File: src/rtl/dldo_pi_pkg.sv
package dldo_pi_pkg;
  localparam int WIDE_W = 32;
  typedef logic signed [WIDE_W-1:0] wide_t;
endpackage

File: src/rtl/therm_popcount.sv
module therm_popcount #(
  parameter int W  = 64,
  parameter int CW = 7
) (
  input  logic [W-1:0]  therm_i,
  output logic [CW-1:0] count_o
);
  // Counting ones instead of locating the first zero tolerates bubbles.
  always_comb begin
    count_o = '0;
    for (int i = 0; i < W; i++) begin
      count_o = count_o + CW'(therm_i[i]);
    end
  end
endmodule

File: src/rtl/pi_law.sv
module pi_law
  import dldo_pi_pkg::*;
#(
  parameter int CW      = 7,
  parameter int ACC_W   = 16,
  parameter int SHW     = 4,
  parameter int OUT_MAX = 64
) (
  input  logic                 clk,
  input  logic                 rst,
  input  logic                 upd_i,
  input  logic signed [CW:0]   err_i,
  input  logic [SHW-1:0]       kp_i,
  input  logic [SHW-1:0]       ki_i,
  output logic [CW-1:0]        ctrl_o
);
  localparam wide_t ACC_MAX = wide_t'((64'sd1 <<< (ACC_W-1)) - 64'sd1);
  localparam wide_t ACC_MIN = -ACC_MAX - wide_t'(1);
  localparam wide_t U_MAX   = wide_t'(OUT_MAX);

  logic signed [ACC_W-1:0] acc_q, acc_n;
  logic [CW-1:0]           ctrl_q, ctrl_n;
  wide_t                   e_w, sum_w, u_w;

  always_comb begin
    e_w   = wide_t'(err_i);
    sum_w = wide_t'(acc_q) + (e_w <<< ki_i);
    if (sum_w > ACC_MAX)      acc_n = ACC_W'(ACC_MAX);
    else if (sum_w < ACC_MIN) acc_n = ACC_W'(ACC_MIN);
    else                      acc_n = sum_w[ACC_W-1:0];
    u_w = (e_w <<< kp_i) + wide_t'(acc_n);
    if (u_w < 0)          ctrl_n = '0;
    else if (u_w > U_MAX) ctrl_n = CW'(OUT_MAX);
    else                  ctrl_n = u_w[CW-1:0];
  end

  always_ff @(posedge clk) begin
    if (rst) begin
      acc_q  <= '0;
      ctrl_q <= '0;
    end else if (upd_i) begin
      acc_q  <= acc_n;
      ctrl_q <= ctrl_n;
    end
  end

  assign ctrl_o = ctrl_q;
endmodule

File: src/rtl/switch_decoder.sv
module switch_decoder #(
  parameter int W  = 64,
  parameter int CW = 7
) (
  input  logic [CW-1:0] count_i,
  output logic [W-1:0]  en_o
);
  for (genvar i = 0; i < W; i++) begin : g_bit
    assign en_o[i] = (count_i > CW'(i));
  end
endmodule

File: src/rtl/dldo_pi_ctrl.sv
module dldo_pi_ctrl #(
  parameter int THERM_W = 64,
  parameter int ACC_W   = 16,
  parameter int SHIFT_W = 4,
  localparam int CNT_W  = $clog2(THERM_W + 1)
) (
  input  logic               clk,
  input  logic               rst,
  input  logic [CNT_W-1:0]   ref_code,
  input  logic [SHIFT_W-1:0] kp_shift,
  input  logic [SHIFT_W-1:0] ki_shift,
  input  logic               smp_valid,
  output logic               smp_ready,
  input  logic [THERM_W-1:0] smp_therm,
  output logic [CNT_W-1:0]   sw_count,
  output logic [THERM_W-1:0] sw_en
);
  logic [CNT_W-1:0]        v_code;
  logic signed [CNT_W:0]   err;
  logic                    take;

  assign smp_ready = ~rst;
  assign take      = smp_valid & smp_ready;

  therm_popcount #(.W(THERM_W), .CW(CNT_W)) u_dec (
    .therm_i (smp_therm),
    .count_o (v_code)
  );

  assign err = $signed({1'b0, ref_code}) - $signed({1'b0, v_code});

  pi_law #(.CW(CNT_W), .ACC_W(ACC_W), .SHW(SHIFT_W), .OUT_MAX(THERM_W)) u_pi (
    .clk    (clk),
    .rst    (rst),
    .upd_i  (take),
    .err_i  (err),
    .kp_i   (kp_shift),
    .ki_i   (ki_shift),
    .ctrl_o (sw_count)
  );

  switch_decoder #(.W(THERM_W), .CW(CNT_W)) u_sw (
    .count_i (sw_count),
    .en_o    (sw_en)
  );
endmodule

File: config.mk
export PLATFORM = sky130hd
export DESIGN_NAME = dldo_pi_ctrl
export DESIGN_NICKNAME = d
export VERILOG_FILES = /design/src/rtl/dldo_pi_pkg.sv /design/src/rtl/therm_popcount.sv /design/src/rtl/pi_law.sv /design/src/rtl/switch_decoder.sv /design/src/rtl/dldo_pi_ctrl.sv
export SDC_FILE = /design/constraint.sdc
export NUM_CORES = 1
export LEC_CHECK = 0
export BUFFER_PORTS_ARGS = -buffer_cell sky130_fd_sc_hd__buf_4
export CAP_MARGIN = 20
export CORE_MARGIN = 5
export CORE_UTILIZATION = 30
export DETAILED_ROUTE_END_ITERATION = 12
export PLACE_DENSITY_LB_ADDON = 0.15
export SYNTH_ARGS = -nofsm -noshare
export SYNTH_HDL_FRONTEND = slang
export SYNTH_SLANG_ARGS = --single-unit
File: constraint.sdc
create_clock -name clk -period 29.4 [get_ports clk]
set_input_delay 4.41 -clock clk [delete_from_list [all_inputs] [get_ports clk]]
set_output_delay 4.41 -clock clk [all_outputs]
set_load 0.05 [all_outputs]
* Word-level counts from Yosys, hierarchy flattened
Index checks and enable logic that the tools add are counted.
** Storage, ports and cells
- Register bits :: 23
- Bits of input ports :: 82
- Logic and storage cells :: 144
- Output and inout port bits :: 72
** Cells by class
- Muxes and demuxes :: 4
- $lt $le $gt $ge :: 68
- Bitwise logic cells :: 2
- Shift operators :: 2
- Add/subtract/negate cells :: 66
** Operators with widths (count)
- adder 7 x 1 -> 7 bit :: 62
- greater-than comparator 7 x 6 -> 1 bit (second input constant) :: 32
- greater-than comparator 7 x 5 -> 1 bit (second input constant) :: 16
- <<< shifter 8 x 4 -> 32 bit :: 2
- greater-than comparator 7 x 4 -> 1 bit (second input constant) :: 8
- adder 16 x 32 -> 32 bit :: 1
- adder 32 x 16 -> 32 bit :: 1
- greater-than comparator 32 x 16 -> 1 bit (second input constant) :: 1
- greater-than comparator 32 x 8 -> 1 bit (second input constant) :: 1
- less-than comparator 32 x 1 -> 1 bit (second input constant) :: 1
- less-than comparator 32 x 16 -> 1 bit (second input constant) :: 1
- 2-to-1 mux 16 bit :: 2
- greater-than comparator 7 x 3 -> 1 bit (second input constant) :: 4
- greater-than comparator 7 x 1 -> 1 bit (second input constant) :: 2
- greater-than comparator 7 x 2 -> 1 bit (second input constant) :: 2
- 2-to-1 mux 7 bit :: 2
- subtractor 7 x 7 -> 8 bit :: 1
- adder 1 x 1 -> 2 bit :: 1
- AND 1 bit :: 1
- inverter 1 bit :: 1

* Depth between registers and ports, before layout
- Word-level depth :: 73
- Depth in mapped cells :: 52
- Gate-level depth less buffers :: 49

* Hierarchy
Synthesis repeated with hierarchy kept, for this count alone.
** Unflattened totals
- Cell total of the unflattened synthesis :: 966
- Area, all modules :: 7116.8 um^2
** Modules (own cells, without submodules)
- pi_law :: cells an instance 642, sequential area each 460.4 um^2, area an instance 4474.3 um^2, times used 1
- therm_popcount :: cells an instance 172, sequential area each 0.0 um^2, area an instance 1729.2 um^2, times used 1
- switch_decoder :: cells an instance 114, sequential area each 0.0 um^2, area an instance 626.9 um^2, times used 1
- dldo_pi_ctrl :: cells an instance 38, sequential area each 0.0 um^2, area an instance 286.5 um^2, times used 1

* Least setup slack after synthesis
No wires, ideal clock.
- Path kind :: input-to-reg
- Start :: input smp_therm[0]
- End :: register u_pi.ctrl_q[6], in the netlist u_pi.ctrl_o[6]
- Buffers on the path :: 2
- Required time :: 29.252 ns
- Path slack :: 12.626 ns
- Arrival :: 16.626 ns
- Cell stages on the path :: 48
- Library setup time :: 0.148 ns
- Path through :: ha_1 > inv_1 > fa_1 > inv_1 > fa_1 > fa_1 > fa_1 > fa_1 > fa_1 > inv_1 > fa_1 > fa_1 > fa_1 > fa_1 > inv_1 > fa_1 > nor2b_1 > o21ai_0 > [12 not listed] > mux2_2 > a41o_1 > a211o_1 > o41ai_4 > buf_6 > a21boi_1 > ha_1 > inv_1 > fa_1 > nor2b_1 > o211ai_1 > a2111oi_0 > o31ai_1 > a31oi_1 > mux2i_1 > o21ai_1 > nor4_2 > a221oi_1
** Between the ends
- Word-level cells in the longest chain between the ends :: 73
- Elaborated cells between the ends (all ways) :: 76
- Those cells by class :: 66 x add/sub; 4 x order compare; 2 x shift; 4 x mux
** RTL lines
- from (decl) :: RTL line dldo_pi_ctrl.sv:14 : input logic [THERM_W-1:0] smp_therm,
- adder 1 x 1 -> 2 bit * :: RTL line therm_popcount.sv:12 : count_o = count_o + CW'(therm_i[i]);
- adder 7 x 1 -> 7 bit * (62 in a row) :: RTL line therm_popcount.sv:12
- subtractor 7 x 7 -> 8 bit * :: RTL line dldo_pi_ctrl.sv:30 : assign err = $signed({1'b0, ref_code}) - $signed({1'b0, v_code});
- <<< shifter 8 x 4 -> 32 bit * :: RTL line pi_law.sv:27 : sum_w = wide_t'(acc_q) + (e_w <<< ki_i);
- adder 16 x 32 -> 32 bit * :: RTL line pi_law.sv:27
- less-than comparator 32 x 16 -> 1 bit :: RTL line pi_law.sv:29 : else if (sum_w < ACC_MIN) acc_n = ACC_W'(ACC_MIN);
- 2-to-1 mux 16 bit :: RTL line pi_law.sv:29
- 2-to-1 mux 16 bit * :: RTL line pi_law.sv:28 : if (sum_w > ACC_MAX) acc_n = ACC_W'(ACC_MAX);
- named net u_pi.acc_n[0] :: RTL line pi_law.sv:21 : logic signed [ACC_W-1:0] acc_q, acc_n;
- adder 32 x 16 -> 32 bit * :: RTL line pi_law.sv:31 : u_w = (e_w <<< kp_i) + wide_t'(acc_n);
- greater-than comparator 32 x 8 -> 1 bit :: RTL line pi_law.sv:33 : else if (u_w > U_MAX) ctrl_n = CW'(OUT_MAX);
- 2-to-1 mux 7 bit :: RTL line pi_law.sv:33
- 2-to-1 mux 7 bit * :: RTL line pi_law.sv:32 : if (u_w < 0) ctrl_n = '0;
- to (signal assigned) :: RTL line pi_law.sv:43 : ctrl_q <= ctrl_n;
- to (decl) :: RTL line pi_law.sv:22 : logic [CW-1:0] ctrl_q, ctrl_n;
Mark *: on every way through the listed nets, which the timed path passes. The rest lies on a longest branch.
A chain may end at the register's enable or synchronous reset.

* Final worst setup path
Ends and elaborated chain as after synthesis.

==> flow_metrics.py <==
metrics = {
    "outcome": {
        "status": "completed",
    },
    "layout": {
        "nets": 1296,
        "post-route-util_pct": 36.2,
        "syn_to_final_growth_pct": 19.4,
        "antennaDiodeCount": 0,
        "fill_cells": 2610,
        "drive_above_1_share_pct": 19.8,
        "fin_cells": 1411,
    },
    "critical_path": {
        "critPathArrivalTime_ns": 18.43,
        "timing.rr.start": "u_pi.acc_q[15]",
        "end_kind": "register",
        "endpoint": "u_pi.ctrl_o[6]",
        "max_stage_delay_ns": 0.77,
        "startpoint": "smp_therm[0]",
        "cp_max_fo": 18,
        "cp_slowest_cell": "a2111oi_0",
        "reg2regPathDepth": 21,
        "cp.required_ns": 29.51,
        "timing.rr.end": "u_pi.ctrl_o[6]",
        "crit_path_frequent_cell": "fa_1",
        "critPathKind": "primary input to register",
        "cp-start-kind": "primary input",
        "crit_family": "adder cells",
        "r2r_slack_ns": 22.63,
        "path_buf_inv": 7,
        "cp.depth": 47,
    },
    "yosys": {
        "syn-num-nets": 1189,
        "yosysTopAreaCellShare_pct": 15.5,
        "yosys-top-cells-area": "fa_1 (16%), ha_1 (12%), dfxtp_1 (6.3%), nand2_1 (5.8%), inv_1 (4.9%)",
        "yosys.area.top_type": "fa_1",
        "synthDistinctLibCells": 76,
        "ys_ff_latch": 23,
        "synthAdderAreaFrac_pct": 27.2,
        "synthTopCellsByCount": "nand2_1 (113), inv_1 (97), nor2_1 (75)",
        "synth-edff-count": 0,
        "yosysMostFrequentCell": "nand2_1",
        "synth_top_family_by_area": "compound AO/OA/AOI/OAI gates",
        "synth-compound-area-share_pct": 28.8,
        "synth-simple-area-share_pct": 20.5,
        "syn-cell-area_sq_um": 7360,
        "synthCells": 981,
        "async_reset_ff_share_pct": 0,
        "ys_seq_area_share_pct": 6.26,
        "avgSynthCellArea_sq_um": 7.50,
        "synthFlopType": "dfxtp_1",
        "synth_xor_area_share_pct": 3.93,
        "synth.mux.area_fraction_pct": 5.15,
        "yosys_warnings": 0,
    },
    "global_routing": {
        "grt_pass1_vias": 6953,
        "grt_usage_pct": 15.0,
        "antenna_found_initial": 0,
        "grt_first_pass_wirelength_um": 35400,
        "overflow": 0,
        "grt_start_max_net_pins": 35,
    },
    "drt": {
        "ant_nets": 0,
        "drc_errors": 0,
        "vias": 7297,
        "vias_per_cell": 5.17,
        "detail_route.wl_per_cell_um": 15.6,
        "wirelength_um": 22100,
        "firstDrtPassIters": 6,
        "drt-initial-drc-count": 507,
    },
    "clocking": {
        "cts_tree": "yes",
        "ctsResizeCount": 0,
        "cts_made_buffers": 3,
        "ctsRootBufferMaster": "clkbuf_16",
        "clockBufferDepth": 2,
        "clk_pin_slew_ns": 0.06,
        "cts_hold_buf": 0,
        "clock_latency_ns": 0.26,
        "post-cts-setup-buffers": 0,
        "cts_sinks": 23,
        "cts_max_level": 1,
    },
    "job": {
        "maxCapViolCount": 0,
    },
    "worst_hold_path": {
        "hp-start": "u_pi.acc_q[0]",
        "hp-class": "register to register",
    },
    "sta": {
        "tns_ns": 0,
        "fin_skew_ns": 0.00408,
        "finalHoldWorstSlack_ns": 0.491,
        "setup_viol": 0,
        "rsz0062_at_grt": "false",
        "finalHoldViolCount": 0,
        "slew_headroom_pct": 34.7,
        "final_max_slew_viol_count": 0,
        "period_minus_slack_ns": 18.32,
        "max_freq_mhz": 54.6,
        "tightest_slew_ns": 0.972,
        "fin_crit_sh_pct": 62.3,
    },
    "die": {
        "start_util_pct": 30.3,
        "die_height_um": 167,
        "fp.dieW_um": 167,
        "die-area_sq_um": 27800,
        "rows": 57,
        "core_region_area_sq_um": 24200,
        "io_pins": 154,
    },
    "placement": {
        "place_hpwl_um": 18700,
        "place_inst": 1406,
        "numPortBuffers": 153,
        "place.gp.congestion": 0.840,
    },
}
worst register-to-register path: stages (launching register included):
cell and delay, ns:
dfxtp_1 0.56, ha_1 0.39, a21oi_1 0.40, o21ai_0 0.15
a21oi_1 0.38, a21boi_0 0.20, or2_2 0.37, o41ai_4 0.36
buf_4 0.30, a21boi_1 0.21, ha_1 0.18, inv_1 0.05
fa_1 0.39, nor2b_1 0.16, o211ai_1 0.16, a2111oi_0 0.77
o31ai_1 0.21, a31oi_1 0.24, mux2i_1 0.22, o21ai_1 0.10
nor4_2 0.68, a221oi_1 0.16
worst min path at each step:
stage                     to  slack [ns]  depth (start not counted)
2_1_floorplan  u_pi.acc_q[0]        0.46                          2
3_3_place_gp   u_pi.acc_q[0]        0.48                          2
3_5_place_dp   u_pi.acc_q[0]        0.49                          2
4_1_cts        u_pi.acc_q[0]        0.49                          2
5_1_grt        u_pi.acc_q[0]        0.51                          2
6_report       u_pi.acc_q[0]        0.49                          2
cell usage in the layout (no fill, tap or decap), types with 7 or more instances in the layout:
master	n
a211o_1	9
a211oi_1	8
a211oi_2	15
a21o_1	29
a21oi_1	52
a31oi_1	13
and2_1	11
and3_1	7
buf_4	154
dfxtp_1	23
fa_1	57
ha_1	69
inv_1	97
mux2_2	7
mux2i_1	21
nand2_1	113
nand2_2	7
nand2b_1	16
nand3_1	19
nand4_1	10
nor2_1	75
nor2b_1	9
nor3_1	20
nor4_1	8
o211ai_1	10
o21a_1	8
o21ai_0	62
o21ai_1	10
o21bai_1	19
o31ai_1	8
xnor2_1	16
xor2_1	17
kinds of logic (layout without fill, tap and decap cells):
| family | Yosys count | in the layout |
|---|---|---|
| simple gates | 319 | 319 |
| compound gates | 296 | 296 |
| buf+inv | 152 | 258 |
| fa+ha+maj | 126 | 126 |
| xor+xnor | 33 | 33 |
| mux | 32 | 32 |
| flops | 23 | 23 |
state kept, by name, summed over array words and instances (netlist names):
name / flops
u_pi.acc_q: 16
u_pi.ctrl_o: 7
stage by stage:
stage	setup slack, ns	cell area, sq um
floorplan	12.63	7360
global placement	11.09	8690
detailed placement	10.79	8690
CTS	11.02	8770
global route	10.28	8790
finish	11.08	8790
layer usage:
metal | part of all wire, % | global-route usage [%] | up-vias | routed length (um)
met5 | 0 | 0 | - | 0
met4 | 0.85 | 1.89 | 0 | 187
met1 | 47 | 20.9 | 3401 | 10300
li1 | - | - | 3672 | -
met2 | 47 | 25.3 | 214 | 10300
met3 | 6.0 | 2.39 | 10 | 1330
area by class of cell:
cell class | count | area, sq um | share of cell area [%]
multi-input cells | 806 | 6300 | 71.7
well taps | 324 | 405 | 4.61
flip-flops and latches | 23 | 460 | 5.24
repair buffers | 155 | 1170 | 13.3
inverters | 99 | 372 | 4.23
clock buffers | 4 | 78.8 | 0.897
Power is not shown: default switching activity piles up to over one toggle a cycle in this logic, so the estimate is an artifact.
